`src/rtl/rate_gen_pkg.sv`:
```
package rate_gen_pkg;
  typedef enum logic [1:0] {
    MODE_ASYNC = 2'd0,
    MODE_SYNC  = 2'd1,
    MODE_CARD  = 2'd2
  } rateMode_t;

  // Strobes from control to datapath
  typedef struct packed {
    logic      clear;    // restart every stage
    logic      advance;  // prescaler terminal count
    rateMode_t mode;
  } rateStrobe_t;

  localparam int SEL_W = 2;
  localparam int PRE_W = 2 * ((1 << SEL_W) - 1);
  localparam int FIN_W = 10;
endpackage

```
`src/rtl/rate_ctrl.sv`:
```
module rate_ctrl
  import rate_gen_pkg::*;
(
  input  logic             clk,
  input  logic             rstN,
  input  logic             enable,
  input  logic             wrEn,
  input  logic [SEL_W-1:0] clkSel,
  input  logic [1:0]       cardFactor,
  input  logic             cardMode,
  input  logic             syncMode,
  output rateStrobe_t      strobe
);
  localparam int CFG_W = SEL_W + 4;

  logic [CFG_W-1:0] cfgNow, cfgPrev;
  logic [PRE_W-1:0] presCnt, presTerm;
  logic             cfgChanged, clearNow, presWrap;

  assign cfgNow     = {clkSel, cardFactor, cardMode, syncMode};
  assign cfgChanged = cfgNow != cfgPrev;
  assign clearNow   = !enable || wrEn || cfgChanged;
  assign presTerm   = PRE_W'((32'd1 << (2 * clkSel)) - 32'd1);
  assign presWrap   = presCnt == presTerm;

  always_ff @(posedge clk) begin
    if (!rstN) begin
      cfgPrev <= '0;
      presCnt <= '0;
    end else begin
      cfgPrev <= cfgNow;
      if (clearNow || presWrap) presCnt <= '0;
      else                      presCnt <= presCnt + 1'b1;
    end
  end

  always_comb begin
    strobe.clear   = clearNow;
    strobe.advance = presWrap && !clearNow;
    if (cardMode)      strobe.mode = MODE_CARD;
    else if (syncMode) strobe.mode = MODE_SYNC;
    else               strobe.mode = MODE_ASYNC;
  end

  // a restart leaves the prescaler at zero
  a_r7_prescaler_restart: assert property (@(posedge clk) disable iff (!rstN)
    strobe.clear |=> presCnt == '0);
endmodule

```
`src/rtl/rate_datapath.sv`:
```
module rate_datapath
  import rate_gen_pkg::*;
#(
  parameter int DIV_W = 8,
  parameter logic [DIV_W-1:0] DIV_RESET = '1
)(
  input  logic             clk,
  input  logic             rstN,
  input  logic             wrEn,
  input  logic [DIV_W-1:0] wrData,
  input  logic [1:0]       cardFactor,
  input  rateStrobe_t      strobe,
  output logic [DIV_W-1:0] rdData,
  output logic             bitTick,
  output logic             sampleTick
);
  logic [DIV_W-1:0] divReg, midCnt;
  logic [FIN_W-1:0] finCnt, finTerm;
  logic             midWrap, finWrap;

  // Last-stage terminal count (divide factor minus one)
  always_comb begin
    unique case (strobe.mode)
      MODE_ASYNC: finTerm = FIN_W'(31);
      MODE_SYNC:  finTerm = FIN_W'(3);
      default: begin
        unique case (cardFactor)
          2'd0:    finTerm = FIN_W'(63);
          2'd1:    finTerm = FIN_W'(127);
          2'd2:    finTerm = FIN_W'(743);
          default: finTerm = FIN_W'(511);
        endcase
      end
    endcase
  end

  assign midWrap = strobe.advance && (midCnt == divReg);
  assign finWrap = finCnt == finTerm;

  always_ff @(posedge clk) begin
    if (!rstN) begin
      divReg <= DIV_RESET;
      midCnt <= '0;
      finCnt <= '0;
    end else begin
      if (wrEn) divReg <= wrData;
      if (strobe.clear)        midCnt <= '0;
      else if (strobe.advance) midCnt <= midWrap ? '0 : midCnt + 1'b1;
      if (strobe.clear)        finCnt <= '0;
      else if (midWrap)        finCnt <= finWrap ? '0 : finCnt + 1'b1;
    end
  end

  assign rdData     = divReg;
  assign bitTick    = midWrap && finWrap;
  assign sampleTick = midWrap && (strobe.mode == MODE_ASYNC) && finCnt[0];

  // the middle stage restarts with the prescaler
  a_r7_mid_restart: assert property (@(posedge clk) disable iff (!rstN)
    strobe.clear |=> midCnt == '0 && finCnt == '0);
endmodule

```
`src/rtl/serial_rate_gen.sv`:
```
module serial_rate_gen
  import rate_gen_pkg::*;
(
  input  logic       clk,
  input  logic       rstN,
  input  logic       enable,
  input  logic       wrEn,
  input  logic [7:0] wrData,
  output logic [7:0] rdData,
  input  logic [1:0] clkSel,
  input  logic [1:0] cardFactor,
  input  logic       cardMode,
  input  logic       syncMode,
  output logic       bitTick,
  output logic       sampleTick
);
  rateStrobe_t strobe;

  rate_ctrl u_ctrl (
    .clk(clk), .rstN(rstN), .enable(enable), .wrEn(wrEn),
    .clkSel(clkSel), .cardFactor(cardFactor),
    .cardMode(cardMode), .syncMode(syncMode), .strobe(strobe)
  );

  rate_datapath #(.DIV_W(8), .DIV_RESET(8'hFF)) u_dp (
    .clk(clk), .rstN(rstN), .wrEn(wrEn), .wrData(wrData),
    .cardFactor(cardFactor), .strobe(strobe),
    .rdData(rdData), .bitTick(bitTick), .sampleTick(sampleTick)
  );

  a_r1_write_visible: assert property (@(posedge clk) disable iff (!rstN)
    wrEn |=> rdData == $past(wrData));
  a_r9_single_pulse: assert property (@(posedge clk) disable iff (!rstN)
    bitTick |=> !bitTick);
  a_r8_quiet_off: assert property (@(posedge clk) disable iff (!rstN)
    !enable |-> !bitTick && !sampleTick);
  a_r5_sample_async_only: assert property (@(posedge clk) disable iff (!rstN)
    (cardMode || syncMode) |-> !sampleTick);
  a_r5_bit_with_sample: assert property (@(posedge clk) disable iff (!rstN)
    (bitTick && !cardMode && !syncMode) |-> sampleTick);
  a_r7_no_tick_after_write: assert property (@(posedge clk) disable iff (!rstN)
    wrEn |=> !bitTick);
endmodule

```
`config.mk`:
```
export PLATFORM = sky130hd
export DESIGN_NAME = serial_rate_gen
export DESIGN_NICKNAME = d
export VERILOG_FILES = /design/src/rtl/rate_gen_pkg.sv /design/src/rtl/rate_ctrl.sv /design/src/rtl/rate_datapath.sv /design/src/rtl/serial_rate_gen.sv
export SDC_FILE = /design/constraint.sdc
export NUM_CORES = 1
export LEC_CHECK = 0
export BUFFER_PORTS_ARGS = -buffer_cell sky130_fd_sc_hd__buf_2
export CORE_ASPECT_RATIO = 1.4
export CORE_UTILIZATION = 60
export CTS_CLUSTER_SIZE = 40
export DETAILED_ROUTE_END_ITERATION = 8
export PLACE_DENSITY = 0.83
export RECOVER_POWER = 50
export SYNTH_ARGS = -nofsm -noshare
export SYNTH_HDL_FRONTEND = slang
export SYNTH_SLANG_ARGS = --single-unit
```
`constraint.sdc`:
```
create_clock -name clk -period 4.27 [get_ports clk]
set_input_delay 0.427 -clock clk [delete_from_list [all_inputs] [get_ports clk]]
set_output_delay 0.427 -clock clk [all_outputs]
set_load 0.02 [all_outputs]
```
### Word level (Yosys, flattened, before mapping)

Index checks and enable logic that the tools add are counted.
Widths: inputs -> output; s select.

* output and inout bits: 10
* word-level logic and storage cells: 38
* register bits after elaboration: 38
* input bits: 18

* shift-type cells: 1
* $add $sub $neg: 4
* reductions and logical operators: 14
* bitwise gates (word level): 1
* equality and inequality tests: 7
* muxes and demuxes: 6

Operators by type and width (count)
* $pmux 10 s3: 1
* $pmux 10 s2: 1
* $add 10x1->10 const B: 1
* $eq 10x10->1: 1
* $mux 10: 1
* $add 8x1->8 const B: 1
* $eq 8x8->1: 1
* $mux 8: 1
* $add 6x1->6 const B: 1
* $eq 6x6->1: 1
* $ne 6x6->1: 1
* $shl 1x3->6 const A: 1
* $sub 6x1->6 const B: 1
* $logic_and 1x1->1: 5
* $eq 2x1->1 const B: 2
* $logic_not 2->1: 2
* $reduce_or 2->1: 2
* $logic_or 1x1->1: 3
* $eq 2x2->1 const B: 1
* $logic_not 1->1: 2
* $mux 2: 1
* $mux 1: 1
* $not 1->1: 1

### Depth between registers and ports, before layout

* depth in word-level cells: 8
* depth in mapped cells: 10
* mapped depth without buffers: 8

### Cells and area by module

A second synthesis with hierarchy kept.

* cell total of the unflattened synthesis: 235
* area, all modules: 2079.5 um2

Modules (own cells, without submodules)
* rate_datapath: instances 1, sequential area each 520.5 um2, cells each 174, area each 1465.2 um2
* rate_ctrl: instances 1, sequential area each 240.2 um2, cells each 61, area each 614.3 um2

### Worst setup path before layout

OpenSTA, ideal clock, no wires.

* kind: input port to output port
* from: input clkSel[1]
* to: output sampleTick
* data required time: 3.843 ns
* arrival: 2.623 ns
* buffers on the path: 1
* stages on the path: 8
* path slack: 1.220 ns
* cells stage by stage: buf_6 or2_2 ha_1 xnor2_1 nor2_1 nand2_2 or3_4 nor4b_1

* word-level cells in the longest chain between the ends: 7
* elaborated cells on any way between the ends: 10
* classes of those cells: add/sub (1); eq/ne (2); shift (1); reduce/logical (6)

RTL lines
* from (decl): line serial_rate_gen.sv:10 `input logic [1:0] clkSel,`
* $shl 1x3->6 / $ne 6x6->1 (equally long branches): line rate_ctrl.sv:23, rate_ctrl.sv:21
* $sub 6x1->6 / $logic_or 1x1->1 (equally long branches): line rate_ctrl.sv:23, rate_ctrl.sv:22
* $eq 6x6->1 / $logic_not 1->1 (equally long branches): line rate_ctrl.sv:24, rate_ctrl.sv:39
* $logic_and 1x1->1 (*): line rate_ctrl.sv:39 `strobe.advance = presWrap && !clearNow;`
* $logic_and 1x1->1 (*): line rate_datapath.sv:37 `assign midWrap = strobe.advance && (midCnt == divReg);`
* $logic_and 1x1->1 (*) (2 in series): line rate_datapath.sv:56 `assign sampleTick = midWrap && (strobe.mode == MODE_ASYNC) && finCnt[0];`
* to (decl): line serial_rate_gen.sv:15 `output logic sampleTick`

Mark *: on every way between the ends. The rest lies on a longest branch, timed or not.

### Worst setup path after layout

* from: input clkSel[0]
* to: output sampleTick

The elaborated chain is that of the path after synthesis.

==> results.yml <==
worst_setup_path:
  path_common_cell: "buf_2"
  r2r_cells: 6
  cp_max_fo: 16
  critical_path_class: "in2out"
  startpoint_type: "input port"
  slowest_stage: "or3_4"
  max_stage_delay_ps: 440
  arrival_ps: 2570
  required_ps: 3840
  crit_chain: "buf_2, or2_2, ha_1, xnor2_1, nor2_1, nand2_2, or3_4, nor4b_1, buf_2"
  end_kind: "output port"
logic_synthesis:
  ys_top_cells_by_count: "38 x dfxtp_1, 21 x nor2_1, 18 x nand2_1"
  synth_cells: 219
  synth.avg_cell_area_um2: 8.83
  ys_types: 40
  yosysSeqAreaShare: 0.394
  synthDominantCellAreaShare: 0.394
  synth_top_area_cell: "dfxtp_1"
  syn-cell-area_um2: 1930
  ys_ff_latch: 38
  synth_fp_nets: 241
  synth_warnings: 0
  ys_top_cells_by_area: "dfxtp_1 39%, xor2_1 7.7%, xnor2_1 5.9%, mux2i_1 4.7%, nor2_1 4.1%"
  synth_ff_type: "dfxtp_1"
  synth_edf_count: 0
  synthArstFlopShare: 0
  synthMostInstantiatedCell: "dfxtp_1"
cells_and_area:
  area_delta_synth_final_pct: 11.3
  seq_area_um2: 761
  nets: 267
  fin_util: 0.696
  fillers: 277
  antenna_cells: 0
  drive_gt1_frac: 0.134
  multi_input_area_um2: 1100
clock_network:
  post_cts_buffers: 0
  path_clk_slew_ps: 60
  ctsRootBufferMaster: "clkbuf_8"
  cts_hold_buf: 0
  clk_path_buf_depth: 2
  htree_levels: 2
  clock-sinks: 38
  cts_tree: "built"
  cts_resized: 0
  insertion_delay_ps: 280
  cts-buffers-inserted: 5
timing:
  hold_violations: 0
  rsz0062_at_grt: "no"
  worst_pin_slew_ps: 676
  fmax_mhz: 334
  maxSlewViolCount: 0
  setup_viol: 0
  period_needed_ps: 3000
  setup_tns_ps: 0
  fin_crit_sh: 0.701
  fin_worst_skew_ps: 5.32
  slew_headroom: 0.547
min_path:
  whs_path_depth: 3
  min_path_type: "in2reg"
drt:
  drc: 0
  drt_wl_total_um: 3550
  vias_per_cell: 5.60
  drt_iter0_drc: 34
  drt-pass1-iter-count: 4
  drtAntennaViolNets: 0
  vias: 1597
  wire_per_inst_um: 12.4
die:
  die_area_um2: 3460
  io_pins: 28
  core-area_um2: 3090
  die_w_um: 50.0
  initial_core_util: 0.625
  fp.dieH_um: 69.2
  rows: 24
power:
  power_leakage_uw: 0.000780
  p_per_area_nw_per_um2: 310
  ir_drop_mv: 0.301
  finalPower_uw: 667
grt:
  grt_start_max_net_pins: 17
  antenna_found_initial: 0
  grt_pass1_vias: 1478
  grt_overflow: 0
  grt_usage: 0.232
  grt_pass1_wl_um: 6160
outcome:
  status: "finished, final reports clean"
run:
  cap_violations: 0
placement:
  routabilityCongestion: 0.846
  dp_hpwl_um: 2640
  port_buffers: 27
## cell families (layout without fill, tap and decap cells)
kind of cell,count (synthesis),after routing,synth area share
simple gates,96,96,0.265
xor+xnor,30,30,0.136
fa+ha+maj,4,4,0.0259
compound gates,28,28,0.0984
mux,9,9,0.0466
buf+inv,14,41,0.0349
flops,38,38,0.394
## cell usage in the layout, fill, tap and decap left out, types with 3 or more instances in the layout
master	n
a21oi_1	9
and2_0	4
and3_1	4
buf_2	18
clkbuf_1	10
clkbuf_8	6
dfxtp_1	38
ha_1	4
inv_1	6
mux2i_1	9
nand2_1	18
nand3_1	8
nand4_1	3
nor2_1	21
nor3_1	9
nor4_1	4
o21ai_0	4
o31ai_1	4
or3_1	5
or4_1	4
xnor2_1	13
xor2_1	17
## routing by layer
layer,share of wire,vias up,track usage
met5,0,-,0
met3,0.032,8,0.0530
met1,0.44,737,0.265
met2,0.50,35,0.401
met4,0.019,0,0.102
li1,-,817,-
## stage by stage
| stage | hold WS [ps] | cell area (um^2) | instances | worst slack (ps) |
|---|---|---|---|---|
| after CTS | 352 | 2160 | 285 | 1280 |
| final | 355 | 2150 | 285 | 1270 |
| after detailed placement | 469 | 2070 | 277 | 1280 |
| after global placement | 460 | 2070 | 277 | 1340 |
| after floorplan | 437 | 1930 | 219 | 1220 |
| after global routing | 353 | 2150 | 285 | 1090 |
## area by class of cell
type,instances,area share
clock inverter,1,0.00233
timing repair buffer,27,0.0576
inverter,6,0.0105
sequential,38,0.353
tap,39,0.0227
clock buffer,7,0.0401
multi-input combinational,167,0.513
## path summary, 6_finish.rpt
path | to | from | slack (ps)
worst max-delay path | sampleTick | clkSel[0] | 1270
worst max register to register | u_dp.finCnt[7] | u_ctrl.presCnt[1] | 1790
worst min-delay path | u_dp.rdData[4] | wrData[4] | 360
worst min register to register | u_ctrl.presCnt[0] | u_ctrl.presCnt[0] | 480
## critical path, delay by kind of cell
kind | cells | cell delay [ps]
buf+inv | 2 | 360
simple gates | 5 | 1360
fa+ha+maj | 1 | 300
xor+xnor | 1 | 120
## flip-flops by register name (all words and copies together) (netlist names)
register        flops
u_dp.finCnt        10
u_dp.midCnt         8
u_dp.rdData         8
u_ctrl.presCnt      6
u_ctrl.cfgPrev      6
## where the power goes
part | internal (uW) | switching [uW]
registers | 362 | 5.24
logic | 24.6 | 30.6
clock network | 130 | 115
total | 517 | 151
Power figures use the tool's default switching activity.
